### config.mk
export PLATFORM = sky130hd
export DESIGN_NAME = bytewide_capture_timer
export DESIGN_NICKNAME = d
export VERILOG_FILES = /design/src/rtl/bct_pkg.sv /design/src/rtl/bct_edge_sync.sv /design/src/rtl/bct_count_core.sv /design/src/rtl/bct_byte_port.sv /design/src/rtl/bytewide_capture_timer.sv
export SDC_FILE = /design/constraint.sdc
export NUM_CORES = 1
export LEC_CHECK = 0
export BUFFER_PORTS_ARGS = -buffer_cell sky130_fd_sc_hd__buf_2
export CAP_MARGIN = 40
export CORE_MARGIN = 3
export CORE_UTILIZATION = 50
export CTS_BUF_LIST = sky130_fd_sc_hd__clkbuf_8
export DETAILED_ROUTE_END_ITERATION = 6
export PLACE_DENSITY = 0.68
export SETUP_SLACK_MARGIN = 0.1
export SLEW_MARGIN = 20
export SYNTH_ARGS = -nofsm -noshare
export SYNTH_HDL_FRONTEND = slang
export SYNTH_SLANG_ARGS = --single-unit
### constraint.sdc
create_clock -name clk -period 7.5 [get_ports clk]
set_input_delay 0 -clock clk [delete_from_list [all_inputs] [get_ports clk]]
set_output_delay 0 -clock clk [all_outputs]
set_load 0.05 [all_outputs]
### src/rtl/bct_pkg.sv
package bct_pkg;

    // register port geometry
    localparam int ADDR_W    = 4;
    localparam int WIDE_REGS = 4;

    // index of each 16-bit word; its low byte sits at 2*index, high byte at 2*index+1
    localparam int W_CNT  = 0;
    localparam int W_CAP  = 1;
    localparam int W_CMPA = 2;
    localparam int W_CMPB = 3;

    // byte-wide registers above the word window
    localparam logic [ADDR_W-1:0] A_CTRL  = 4'd8;
    localparam logic [ADDR_W-1:0] A_MASK  = 4'd9;
    localparam logic [ADDR_W-1:0] A_FLAGS = 4'd10;

    // flag / mask bit positions (shared by both registers)
    localparam int EV_OVF  = 0;
    localparam int EV_CMPA = 1;
    localparam int EV_CMPB = 2;
    localparam int EV_CAP  = 5;

    // control bits
    localparam int CTL_RUN    = 0;
    localparam int CTL_ALT    = 1;
    localparam int CTL_RISE   = 2;
    localparam int CTL_TOPCAP = 3;
    localparam int CTL_BITS   = 4;

endpackage

### src/rtl/bct_edge_sync.sv
module bct_edge_sync #(
    parameter int SYNC_STAGES = 2
) (
    input  logic clk,
    input  logic rst_n,
    input  logic pin_i,
    input  logic alt_i,
    input  logic use_alt_i,
    input  logic rise_i,
    output logic evt_o
);

    typedef struct packed {
        logic [SYNC_STAGES-1:0] sync;
        logic                   prev;
    } es_state_t;

    es_state_t st_d, st_q;
    logic      raw;
    logic      level;

    always_comb begin
        raw       = use_alt_i ? alt_i : pin_i;
        st_d      = st_q;
        st_d.sync = {st_q.sync[SYNC_STAGES-2:0], raw};
        st_d.prev = st_q.sync[SYNC_STAGES-1];
        level     = st_q.sync[SYNC_STAGES-1];
        evt_o     = rise_i ? (level & ~st_q.prev) : (~level & st_q.prev);
    end

    always_ff @(posedge clk) begin
        if (!rst_n) st_q <= '0;
        else        st_q <= st_d;
    end


    edge_one_shot_chk: assert property (@(posedge clk) disable iff (!rst_n)
        evt_o |=> !evt_o);

endmodule

### src/rtl/bct_count_core.sv
module bct_count_core #(
    parameter int WORD_W = 16
) (
    input  logic              clk,
    input  logic              rst_n,
    input  logic              run_i,
    input  logic              top_cap_i,
    input  logic              load_i,
    input  logic [WORD_W-1:0] load_val_i,
    input  logic              cap_evt_i,
    input  logic [WORD_W-1:0] cmpa_i,
    input  logic [WORD_W-1:0] cmpb_i,
    output logic [WORD_W-1:0] cnt_o,
    output logic [WORD_W-1:0] cap_o,
    output logic              ovf_hit_o,
    output logic              cmpa_hit_o,
    output logic              cmpb_hit_o
);

    typedef struct packed {
        logic [WORD_W-1:0] cnt;
        logic [WORD_W-1:0] cap;
    } cc_state_t;

    cc_state_t         st_d, st_q;
    logic [WORD_W-1:0] top;

    always_comb begin
        st_d       = st_q;
        top        = top_cap_i ? st_q.cap : '1;
        ovf_hit_o  = run_i && (st_q.cnt == top);
        cmpa_hit_o = run_i && (st_q.cnt == cmpa_i);
        cmpb_hit_o = run_i && (st_q.cnt == cmpb_i);

        if (load_i)         st_d.cnt = load_val_i;
        else if (ovf_hit_o) st_d.cnt = '0;
        else if (run_i)     st_d.cnt = st_q.cnt + 1'b1;

        if (cap_evt_i)      st_d.cap = st_q.cnt;
    end

    always_ff @(posedge clk) begin
        if (!rst_n) st_q <= '0;
        else        st_q <= st_d;
    end

    assign cnt_o = st_q.cnt;
    assign cap_o = st_q.cap;


    cnt_step_chk: assert property (@(posedge clk) disable iff (!rst_n)
        (run_i && !load_i && !ovf_hit_o) |=> cnt_o == WORD_W'($past(cnt_o) + 1'b1));


    cnt_hold_chk: assert property (@(posedge clk) disable iff (!rst_n)
        (!run_i && !load_i) |=> $stable(cnt_o));


    wrap_zero_chk: assert property (@(posedge clk) disable iff (!rst_n)
        (ovf_hit_o && !load_i) |=> cnt_o == '0);


    cap_take_chk: assert property (@(posedge clk) disable iff (!rst_n)
        cap_evt_i |=> cap_o == $past(cnt_o));


    cap_keep_chk: assert property (@(posedge clk) disable iff (!rst_n)
        !cap_evt_i |=> $stable(cap_o));

endmodule

### src/rtl/bct_byte_port.sv
module bct_byte_port
    import bct_pkg::*;
#(
    parameter int DATA_W = 8
) (
    input  logic                      clk,
    input  logic                      rst_n,
    input  logic                      rd_i,
    input  logic                      wr_i,
    input  logic [ADDR_W-1:0]         addr_i,
    input  logic [DATA_W-1:0]         wdata_i,
    input  logic [2*DATA_W-1:0]       cnt_i,
    input  logic [2*DATA_W-1:0]       cap_i,
    input  logic [2*DATA_W-1:0]       cmpa_i,
    input  logic [2*DATA_W-1:0]       cmpb_i,
    input  logic [DATA_W-1:0]         ctrl_i,
    input  logic [DATA_W-1:0]         mask_i,
    input  logic [DATA_W-1:0]         flags_i,
    output logic [DATA_W-1:0]         rdata_o,
    output logic [WIDE_REGS-1:0]      wr_word_o,
    output logic [2*DATA_W-1:0]       word_o,
    output logic                      wr_ctrl_o,
    output logic                      wr_mask_o,
    output logic                      wr_flags_o
);

    localparam int WORD_W = 2 * DATA_W;
    localparam int IDX_W  = $clog2(WIDE_REGS);
    localparam logic [WIDE_REGS-1:0] WRITABLE = ~(WIDE_REGS'(1) << W_CAP);
    localparam logic [ADDR_W-1:0]    WIN_END  = ADDR_W'(2 * WIDE_REGS);
    localparam logic [ADDR_W-1:0]    CAP_HI   = ADDR_W'(2 * W_CAP + 1);

    typedef struct packed {
        logic [DATA_W-1:0] temp;
    } bp_state_t;

    bp_state_t                        st_d, st_q;
    logic [WIDE_REGS-1:0][WORD_W-1:0] words;
    logic [IDX_W-1:0]                 idx;
    logic                             is_wide;
    logic                             is_hi;
    logic [WORD_W-1:0]                sel;

    assign words   = {cmpb_i, cmpa_i, cap_i, cnt_i};
    assign idx     = addr_i[IDX_W:1];
    assign is_wide = addr_i < WIN_END;
    assign is_hi   = addr_i[0];
    assign sel     = words[idx];

    always_comb begin
        st_d = st_q;
        if (rd_i && is_wide && !is_hi)
            st_d.temp = sel[WORD_W-1:DATA_W];
        if (wr_i && is_wide && is_hi && WRITABLE[idx])
            st_d.temp = wdata_i;
    end

    always_comb begin
        rdata_o = '0;
        if (rd_i) begin
            if (is_wide) begin
                rdata_o = is_hi ? st_q.temp : sel[DATA_W-1:0];
            end else begin
                case (addr_i)
                    A_CTRL:  rdata_o = ctrl_i;
                    A_MASK:  rdata_o = mask_i;
                    A_FLAGS: rdata_o = flags_i;
                    default: rdata_o = '0;
                endcase
            end
        end
    end

    generate
        for (genvar g = 0; g < WIDE_REGS; g++) begin : g_commit
            assign wr_word_o[g] = wr_i && is_wide && !is_hi &&
                                  (idx == IDX_W'(g)) && WRITABLE[g];
        end
    endgenerate

    assign word_o     = {st_q.temp, wdata_i};
    assign wr_ctrl_o  = wr_i && (addr_i == A_CTRL);
    assign wr_mask_o  = wr_i && (addr_i == A_MASK);
    assign wr_flags_o = wr_i && (addr_i == A_FLAGS);

    always_ff @(posedge clk) begin
        if (!rst_n) st_q <= '0;
        else        st_q <= st_d;
    end


    lo_read_latch_chk: assert property (@(posedge clk) disable iff (!rst_n)
        (rd_i && !wr_i && is_wide && !is_hi) |=> st_q.temp == $past(sel[WORD_W-1:DATA_W]));


    cap_hi_ignored_chk: assert property (@(posedge clk) disable iff (!rst_n)
        (wr_i && !rd_i && addr_i == CAP_HI) |=> $stable(st_q.temp));

endmodule

### src/rtl/bytewide_capture_timer.sv
module bytewide_capture_timer
    import bct_pkg::*;
#(
    parameter int DATA_W      = 8,
    parameter int SYNC_STAGES = 2
) (
    input  logic              clk,
    input  logic              rst_n,
    input  logic              bus_rd,
    input  logic              bus_wr,
    input  logic [3:0]        bus_addr,
    input  logic [DATA_W-1:0] bus_wdata,
    output logic [DATA_W-1:0] bus_rdata,
    input  logic              cap_pin,
    input  logic              cmp_in,
    input  logic              gie,
    output logic              irq_capture,
    output logic              irq_cmpa,
    output logic              irq_cmpb,
    output logic              irq_ovf
);

    localparam int WORD_W = 2 * DATA_W;
    localparam logic [DATA_W-1:0] EV_USED  =
        DATA_W'((1 << EV_OVF) | (1 << EV_CMPA) | (1 << EV_CMPB) | (1 << EV_CAP));
    localparam logic [DATA_W-1:0] CTL_USED = DATA_W'((1 << CTL_BITS) - 1);

    typedef struct packed {
        logic [DATA_W-1:0] ctrl;
        logic [DATA_W-1:0] mask;
        logic [DATA_W-1:0] flags;
        logic [WORD_W-1:0] cmpa;
        logic [WORD_W-1:0] cmpb;
    } top_state_t;

    top_state_t            st_d, st_q;
    logic                  cap_evt;
    logic [WORD_W-1:0]     cnt, cap;
    logic                  ovf_hit, cmpa_hit, cmpb_hit;
    logic [WIDE_REGS-1:0]  wr_word;
    logic [WORD_W-1:0]     word;
    logic                  wr_ctrl, wr_mask, wr_flags;
    logic [DATA_W-1:0]     ev_set, ev_clr;
    logic                  unused_cap_commit;

    assign unused_cap_commit = wr_word[W_CAP];

    bct_edge_sync #(
        .SYNC_STAGES (SYNC_STAGES)
    ) u_edge (
        .clk       (clk),
        .rst_n     (rst_n),
        .pin_i     (cap_pin),
        .alt_i     (cmp_in),
        .use_alt_i (st_q.ctrl[CTL_ALT]),
        .rise_i    (st_q.ctrl[CTL_RISE]),
        .evt_o     (cap_evt)
    );

    bct_count_core #(
        .WORD_W (WORD_W)
    ) u_core (
        .clk        (clk),
        .rst_n      (rst_n),
        .run_i      (st_q.ctrl[CTL_RUN]),
        .top_cap_i  (st_q.ctrl[CTL_TOPCAP]),
        .load_i     (wr_word[W_CNT]),
        .load_val_i (word),
        .cap_evt_i  (cap_evt),
        .cmpa_i     (st_q.cmpa),
        .cmpb_i     (st_q.cmpb),
        .cnt_o      (cnt),
        .cap_o      (cap),
        .ovf_hit_o  (ovf_hit),
        .cmpa_hit_o (cmpa_hit),
        .cmpb_hit_o (cmpb_hit)
    );

    bct_byte_port #(
        .DATA_W (DATA_W)
    ) u_port (
        .clk        (clk),
        .rst_n      (rst_n),
        .rd_i       (bus_rd),
        .wr_i       (bus_wr),
        .addr_i     (bus_addr),
        .wdata_i    (bus_wdata),
        .cnt_i      (cnt),
        .cap_i      (cap),
        .cmpa_i     (st_q.cmpa),
        .cmpb_i     (st_q.cmpb),
        .ctrl_i     (st_q.ctrl),
        .mask_i     (st_q.mask),
        .flags_i    (st_q.flags),
        .rdata_o    (bus_rdata),
        .wr_word_o  (wr_word),
        .word_o     (word),
        .wr_ctrl_o  (wr_ctrl),
        .wr_mask_o  (wr_mask),
        .wr_flags_o (wr_flags)
    );

    always_comb begin
        st_d = st_q;

        ev_set          = '0;
        ev_set[EV_OVF]  = ovf_hit;
        ev_set[EV_CMPA] = cmpa_hit;
        ev_set[EV_CMPB] = cmpb_hit;
        ev_set[EV_CAP]  = cap_evt;
        ev_clr          = wr_flags ? (bus_wdata & EV_USED) : '0;

        st_d.flags = (st_q.flags & ~ev_clr) | ev_set;

        if (wr_ctrl)          st_d.ctrl = bus_wdata & CTL_USED;
        if (wr_mask)          st_d.mask = bus_wdata & EV_USED;
        if (wr_word[W_CMPA])  st_d.cmpa = word;
        if (wr_word[W_CMPB])  st_d.cmpb = word;
    end

    always_ff @(posedge clk) begin
        if (!rst_n) st_q <= '0;
        else        st_q <= st_d;
    end

    assign irq_capture = gie && st_q.flags[EV_CAP]  && st_q.mask[EV_CAP];
    assign irq_cmpa    = gie && st_q.flags[EV_CMPA] && st_q.mask[EV_CMPA];
    assign irq_cmpb    = gie && st_q.flags[EV_CMPB] && st_q.mask[EV_CMPB];
    assign irq_ovf     = gie && st_q.flags[EV_OVF]  && st_q.mask[EV_OVF];


    cap_flag_set_chk: assert property (@(posedge clk) disable iff (!rst_n)
        cap_evt |=> st_q.flags[EV_CAP]);


    ovf_flag_clear_chk: assert property (@(posedge clk) disable iff (!rst_n)
        (wr_flags && bus_wdata[EV_OVF] && !ovf_hit) |=> !st_q.flags[EV_OVF]);


    irq_needs_gie_chk: assert property (@(posedge clk) disable iff (!rst_n)
        (irq_capture || irq_cmpa || irq_cmpb || irq_ovf) |-> gie);


    cmpa_flag_set_chk: assert property (@(posedge clk) disable iff (!rst_n)
        cmpa_hit |=> st_q.flags[EV_CMPA]);

endmodule

==> results of run 1 <==
==> layer usage <==
metal | part of all wire [%] | global-route usage (%) | up-vias
met5 | 0 | 0 | -
met2 | 45 | 42.0 | 170
met3 | 7.2 | 5.08 | 28
li1 | - | - | 2064
met1 | 45 | 39.1 | 2207
met4 | 2.8 | 10.5 | 0
==> logic make-up after synthesis <==
logic type / after synthesis / synth area share [%]
compound gates: 107 / 13.9
xor+xnor: 41 / 7.30
fa+ha+maj: 1 / 0.254
buf+inv: 60 / 4.86
flops: 87 / 35.4
mux: 69 / 18.2
simple gates: 208 / 20.2
==> worst max-delay path: stages, from the launching register on <==
cell,delay (ns)
sky130_fd_sc_hd__dfxtp_1,0.59
sky130_fd_sc_hd__buf_8,0.21
sky130_fd_sc_hd__inv_2,0.09
sky130_fd_sc_hd__a221o_1,0.28
sky130_fd_sc_hd__or4_1,0.53
sky130_fd_sc_hd__or4_4,0.54
sky130_fd_sc_hd__o311ai_4,0.44
sky130_fd_sc_hd__o22ai_2,0.15
==> state kept, by name, indices dropped and copies added, names as in the netlist <==
| name | count |
|---|---|
| st_q | 44 |
| u_core.cap_o | 16 |
| u_core.cnt_o | 16 |
| u_edge.level | 1 |
| u_edge.st_d | 1 |
| u_edge.st_q | 1 |
| u_port.st_q | 8 |
==> stage by stage <==
stage / total power (W) / hold slack, ns / cells
5_1_grt: 0.000975 / 0.252 / 723
4_1_cts: 0.000938 / 0.184 / 720
3_3_place_gp: 0.000596 / 0.241 / 693
3_5_place_dp: 0.000597 / 0.253 / 693
6_report: 0.000943 / 0.194 / 723
2_1_floorplan: 0.000564 / 0.109 / 573
==> layout make-up <==
class                   instances  area (um2)
fillers                       871        3920
inverters                      15        58.8
clock inverters                 6        68.8
multi-input cells             426        2950
flip-flops and latches         87        1740
clock buffers                  10         138
repair buffers                 50         375
well taps                     129         161
==> cells in the mapped netlist, drive strengths merged (6+ instances only) <==
library cell / count
buf: 6
and2: 6
dfxtp: 87
xnor2: 38
inv: 15
nor2b: 9
clkbuf: 39
nor3: 15
a21oi: 52
nor3b: 8
nand3: 8
mux2i: 53
nand2: 58
nor2: 67
a22oi: 8
nand4: 10
mux4: 16
o22ai: 27
==> report_power, final <==
group	switching, W	internal [W]	total [W]
combinational	0.0000635	0.0000454	0.000109
sequential	0.0000191	0.000470	0.000489
clock	0.000180	0.000165	0.000345
==> path summary, 6_finish.rpt <==
kind | cells after the start | slack (ns) | endpoint | from
setup reg to reg | 7 | 4.54 | u_core.cnt_o[13] | st_q[48]
setup / recovery | 7 | 4.54 | u_core.cnt_o[13] | st_q[48]
hold / removal | 5 | 0.19 | st_q[41] | bus_wr
hold reg to reg | 1 | 0.45 | u_edge.level | u_edge.st_d[2]
==> what timing repair did <==
| item | CTS | global route |
|---|---|---|
| hold buffers | 11 | 0 |
| endpoints found under the hold margin | 19 | 0 |
| setup buffers | 0 | 0 |
==> results.sh, run 1 <==
export IMPL_wl_per_cell_um=21.0
export IMPL_worst_clock_skew_ns=0.0148
export IMPL_worstPathArrival_ns=3.20
export IMPL_clock_sinks=87
export IMPL_detailed_place_hpwl_um=10500
export IMPL_grt_max_degree=85
export IMPL_antenna_found_initial=0
export IMPL_synthToLayoutAreaGrowth_pct=11.7
export IMPL_dieHeight_um=105
export IMPL_max_cap_viol_count=0
export IMPL_gr_usage_all_layers_pct=27.7
export IMPL_detail_route_vias_per_cell=6.18
export IMPL_leakage_nw=1.96
export IMPL_finalCoreUtilization_pct=58.4
export IMPL_dieArea_um2=11100
export IMPL_final_critical_path_setup_slack_ns=4.54
export IMPL_buffer_ports_inserted=30
export IMPL_power_ir_vdd_worst_mv=0.116
export IMPL_cts_clk_slew_worst_paths_ns=0.10
export IMPL_unrepaired_setup_endpoints_after_global_routing="false"
export IMPL_grt_pass1_wl_um=24000
export IMPL_totalWireLength_um=15200
export IMPL_proportion_of_synthesized_flip_flops_having_asynchronous_set_or_reset_pct=0
export IMPL_path_max_fanout=13
export IMPL_synth_nets=593
export IMPL_rd_place_congestion=0.946
export IMPL_preCtsSetupSlack_ns=4.34
export IMPL_dr_pass1_iters=5
export IMPL_mostFrequentLayoutCell="sky130_fd_sc_hd__dfxtp_1"
export IMPL_clk_root_buffer_cell="sky130_fd_sc_hd__clkbuf_8"
export IMPL_timing_slew_headroom_pct=44.2
export IMPL_dr_total_vias=4469
export IMPL_drc_marker_count_from_the_first_detailed_route_iteration=376
export IMPL_slew_violations=0
export IMPL_starting_utilization_of_the_core_area_pct=52.3
export IMPL_timing_fmax_mhz=338
export IMPL_synthesis_area_per_instance_um2=8.59
export IMPL_core_box_area_um2=9420
export IMPL_hold_viol=0
export IMPL_synth_seq_cells=87
export IMPL_setup_tns_final_ns=0
export IMPL_ctsResizeCount=0
export IMPL_critPathKind="reg -> reg"
export IMPL_synth_edf_count=0
export IMPL_cts_inserted_buffers=9
export IMPL_clk_path_buf_depth=2
export IMPL_synth_top_cell_area_share_pct=35.4
export IMPL_worstSetupStartpointType="flop"
export IMPL_status="finished clean"
export IMPL_tritoncts="done"
export IMPL_post_synth_instance_area_um2=4920
export IMPL_min_delay_path_class="in -> reg"
export IMPL_nets_final=609
export IMPL_die_width_um=105
export IMPL_rows=35
export IMPL_final_cell_mix="sky130_fd_sc_hd__dfxtp_1 (87), sky130_fd_sc_hd__nor2_1 (66), sky130_fd_sc_hd__nand2_1 (58)"
export IMPL_synthesis_instances=573
export IMPL_synthFlopType="sky130_fd_sc_hd__dfxtp_1"
export IMPL_post_synth_main_area_contributors="sky130_fd_sc_hd__dfxtp_1 (35%), sky130_fd_sc_hd__mux2i_1 (11%), sky130_fd_sc_hd__mux4_2 (6.9%)"
export IMPL_final_layout_size_suffix_gt1_share_pct=13.6
export IMPL_drt_antenna_violating_nets=0
export IMPL_tightest_slew_ns=0.834
export IMPL_finalSetupViolations=0
export IMPL_num_io_pins=31
export IMPL_placement_cell_area_um2=5110
export IMPL_h_tree_depth=3
export IMPL_grt_pass1_vias=4322
export IMPL_synthDistinctLibCells=51
export IMPL_synth_largest_area_cell="sky130_fd_sc_hd__dfxtp_1"
export IMPL_worst_setup_path_end_kind="flop"
export IMPL_finalCritPeriodShare_pct=39.5
export IMPL_stdcell_area_um2=5500
export IMPL_drc=0
export IMPL_antenna_cells=0
export IMPL_count_of_yosys_warnings_during_synthesis=0
export IMPL_grt_overflow_total=0
export IMPL_clk_latency_ns=0.36
export IMPL_period_needed_ns=2.96
export IMPL_seq_area_frac_synth_pct=35.4
export IMPL_crit_required_ns=7.74
export IMPL_power_density_nw_per_um2=171
Power figures use the tool's default switching activity.
==> inputs of run 2 (changes only) <==
--- a/config.mk
+++ b/config.mk
@@ -5,6 +5,7 @@
 export SDC_FILE = /design/constraint.sdc
 export NUM_CORES = 1
 export LEC_CHECK = 0
+export ABC_AREA = 1
 export BUFFER_PORTS_ARGS = -buffer_cell sky130_fd_sc_hd__buf_2
 export CAP_MARGIN = 40
 export CORE_MARGIN = 3
==> constraint.sdc (replaced) <==
create_clock -name clk -period 3 [get_ports clk]
set_input_delay 0 -clock clk [delete_from_list [all_inputs] [get_ports clk]]
set_output_delay 0 -clock clk [all_outputs]
set_load 0.05 [all_outputs]
==> run 2 against run 1 <==
Net effect:
- critical path depth is the same
- clock skew up 0.0026 ns
- critical path type is now in -> out
- area after synthesis grew 3.6%
- synthesized cell count rose by 34%
- via count grew 25%
- highest routed layer unchanged
==> results.sh, run 2 <==
export IMPL_status="finished clean"
export IMPL_drt_antenna_violating_nets=0
export IMPL_leakage_nw=2.12
export IMPL_whs_endpoint="st_q[7]"
export IMPL_worst_setup_path_end_kind="primary output"
export IMPL_crit_required_ns=3.00
export IMPL_post_synth_instance_area_um2=5100
export IMPL_gr_usage_all_layers_pct=31.8
export IMPL_synthesis_instances=768
export IMPL_worstPathCellList="buf_2 -> nor2_2 -> inv_1 -> o22ai_1 -> a221oi_1 -> a21oi_1 -> buf_2"
export IMPL_cts_clk_slew_worst_paths_ns=0.09
export IMPL_unrepaired_setup_endpoints_after_global_routing="false"
export IMPL_antenna_found_initial=0
export IMPL_hold_depth=3
export IMPL_die_width_um=107
export IMPL_grt_max_degree=62
export IMPL_synthDistinctLibCells=38
export IMPL_worstSetupStartpointType="input port"
export IMPL_fin_total_pwr_w=0.00230
export IMPL_timing_hold_ws_ns=0.00826
export IMPL_drc=0
export IMPL_power_density_nw_per_um2=415
export IMPL_period_needed_ns=2.08
export IMPL_antenna_cells=0
export IMPL_cp_slowest_cell="sky130_fd_sc_hd__nor2_2"
export IMPL_synthToLayoutAreaGrowth_pct=8.66
export IMPL_wl_per_cell_um=19.1
export IMPL_synthesis_area_per_instance_um2=6.64
export IMPL_finalSetupViolations=0
export IMPL_seq_area_frac_synth_pct=34.2
export IMPL_setup_tns_final_ns=0
export IMPL_timing_fmax_mhz=480
export IMPL_clock_sinks=87
export IMPL_dr_pass1_iters=5
export IMPL_synthFlopType="sky130_fd_sc_hd__dfxtp_1"
export IMPL_largest_register="st_q"
export IMPL_final_layout_size_suffix_gt1_share_pct=10.6
export IMPL_min_delay_path_class="in -> reg"
export IMPL_final_cell_mix="sky130_fd_sc_hd__nand2_1 (132), sky130_fd_sc_hd__a21oi_1 (102), sky130_fd_sc_hd__inv_1 (88)"
export IMPL_path_max_fanout=13
export IMPL_clk_latency_ns=0.37
export IMPL_synth_edf_count=0
export IMPL_r2r_startpoint="u_core.cnt_o[7]"
export IMPL_top_count_cell_post_synth="sky130_fd_sc_hd__nand2_1"
export IMPL_synth_seq_cells=87
export IMPL_min_from="bus_wdata[7]"
export IMPL_proportion_of_synthesized_flip_flops_having_asynchronous_set_or_reset_pct=0
export IMPL_synth_largest_area_cell="sky130_fd_sc_hd__dfxtp_1"
export IMPL_mostFrequentLayoutCell="sky130_fd_sc_hd__nand2_1"
export IMPL_cell_type_with_the_highest_occurrence_count_on_the_critical_path="sky130_fd_sc_hd__buf_2"
export IMPL_timing_slew_headroom_pct=55.0
export IMPL_num_io_pins=31
export IMPL_n_fill_cell=992
export IMPL_slew_violations=0
export IMPL_rows=36
export IMPL_worst_path_largest_cell_delay_ns=0.54
export IMPL_worstPathArrival_ns=2.08
export IMPL_clk_path_buf_depth=2
export IMPL_critPathKind="in -> out"
export IMPL_cts_inserted_buffers=9
export IMPL_buffer_ports_inserted=30
export IMPL_starting_utilization_of_the_core_area_pct=51.7
export IMPL_post_synth_main_area_contributors="sky130_fd_sc_hd__dfxtp_1 (34%), sky130_fd_sc_hd__a21oi_1 (10%), sky130_fd_sc_hd__nand2_1 (9.7%)"
export IMPL_clk_root_buffer_cell="sky130_fd_sc_hd__clkbuf_8"
export IMPL_grt_pass1_wl_um=28200
export IMPL_critical_path_buf_inv_count=3
export IMPL_tightest_slew_ns=0.674
export IMPL_dieHeight_um=107
export IMPL_finalCritPeriodShare_pct=69.4
export IMPL_synth_nets=788
export IMPL_detail_route_vias_per_cell=6.05
export IMPL_power_ir_vdd_worst_mv=0.246
export IMPL_critPathTopFamily="buffers and inverters"
export IMPL_max_cap_viol_count=0
export IMPL_dr_total_vias=5588
export IMPL_nets_final=805
export IMPL_count_of_yosys_warnings_during_synthesis=0
export IMPL_r2r_worst_path_depth=8
export IMPL_detailed_place_hpwl_um=12700
export IMPL_reg2reg_to="u_core.cnt_o[10]"
export IMPL_dieArea_um2=11400
export IMPL_number_of_flip_flops_in_the_largest_register=44
export IMPL_grt_pass1_vias=5151
export IMPL_core_box_area_um2=9860
export IMPL_totalWireLength_um=17600
export IMPL_drc_marker_count_from_the_first_detailed_route_iteration=665
export IMPL_worst_r2r_setup_slack_ns=1.16
export IMPL_grt_overflow_total=0
export IMPL_hold_viol=0
export IMPL_rd_place_congestion=0.958
export IMPL_h_tree_depth=3
export IMPL_worst_clock_skew_ns=0.0174
export IMPL_synth_top_cell_area_share_pct=34.2
export IMPL_tritoncts="done"
export IMPL_synth_common_cells="sky130_fd_sc_hd__nand2_1 (132), sky130_fd_sc_hd__a21oi_1 (102), sky130_fd_sc_hd__dfxtp_1 (87), sky130_fd_sc_hd__inv_1 (87), sky130_fd_sc_hd__o21ai_0 (76)"
run 2: cell count changes in the layout (fill, tap and decap cells not counted), moves of 28 or more:
cell                      delta
sky130_fd_sc_hd__mux2i_1    -53
sky130_fd_sc_hd__nand2_1    +74
sky130_fd_sc_hd__xnor2_1    -28
sky130_fd_sc_hd__o21ai_0    +74
sky130_fd_sc_hd__inv_1      +77
sky130_fd_sc_hd__a21oi_1    +51
run 2: worst max-delay path by stage:
stage | end | from | cells past startpoint
floorplan | bus_rdata[2] | u_core.cnt_o[2] | 6
global placement | bus_rdata[6] | bus_addr[1] | 7
detailed placement | bus_rdata[6] | bus_addr[1] | 7
CTS | bus_rdata[2] | u_core.cnt_o[2] | 6
global route | bus_rdata[2] | u_core.cnt_o[2] | 6
finish | bus_rdata[6] | bus_addr[1] | 7
run 2: tightest hold or removal path: cells and delay by family:
kind | cells | cell delay [ns]
compound gates | 1 | 0.14
buf+inv | 2 | 0.20
run 2: through the flow:
step                      setup slack (ns)  cell area [um2]  util, %  cells
after CTS                            0.948             5540     56.2    923
after floorplan                       1.00             5100        -    768
final                                0.918             5540     56.2    923
after detailed placement              1.07             5280     53.5    898
after global placement               0.981             5250     53.2    896
after global routing                 0.821             5540     56.2    923
run 2: timing repair:
action	4_1_cts	5_1_grt
hold endpoints to repair	10	0
buffers inserted	0	0
resized for setup	0	0
hold buffers	9	0
run 2: logic make-up after synthesis:
logic type | share of synthesized area [%]
AND/OR/NAND/NOR | 23.8
flip-flops | 34.2
XOR/XNOR | 3.43
buffers and inverters | 11.5
AO/OA/AOI/OAI | 26.9
adder cells (fa/ha/maj) | 0.245
run 2: per-layer routing:
layer / track usage, % / vias up / routed length [um]
met4: 12.7 / 0 / 600
met2: 48.3 / 294 / 7780
met3: 6.50 / 48 / 1720
li1: - / 2635 / -
met1: 44.2 / 2611 / 7530
met5: 0 / - / 0
run 2: power breakdown:
part / total [W] / internal, W / switching, W
Sequential: 0.00122 / 0.00119 / 0.0000348
Clock: 0.000761 / 0.000301 / 0.000460
Combinational: 0.000319 / 0.0000973 / 0.000222
run 2: cell type report:
| type | count | area [um2] | area share [%] |
|---|---|---|---|
| flip-flops and latches | 87 | 1740 | 31.4 |
| clock buffers | 9 | 124 | 2.24 |
| repair buffers | 47 | 315 | 5.69 |
| multi-input cells | 541 | 2770 | 50.1 |
| inverters | 99 | 372 | 6.71 |
| clock inverters | 7 | 48.8 | 0.881 |
| well taps | 133 | 166 | 3.00 |
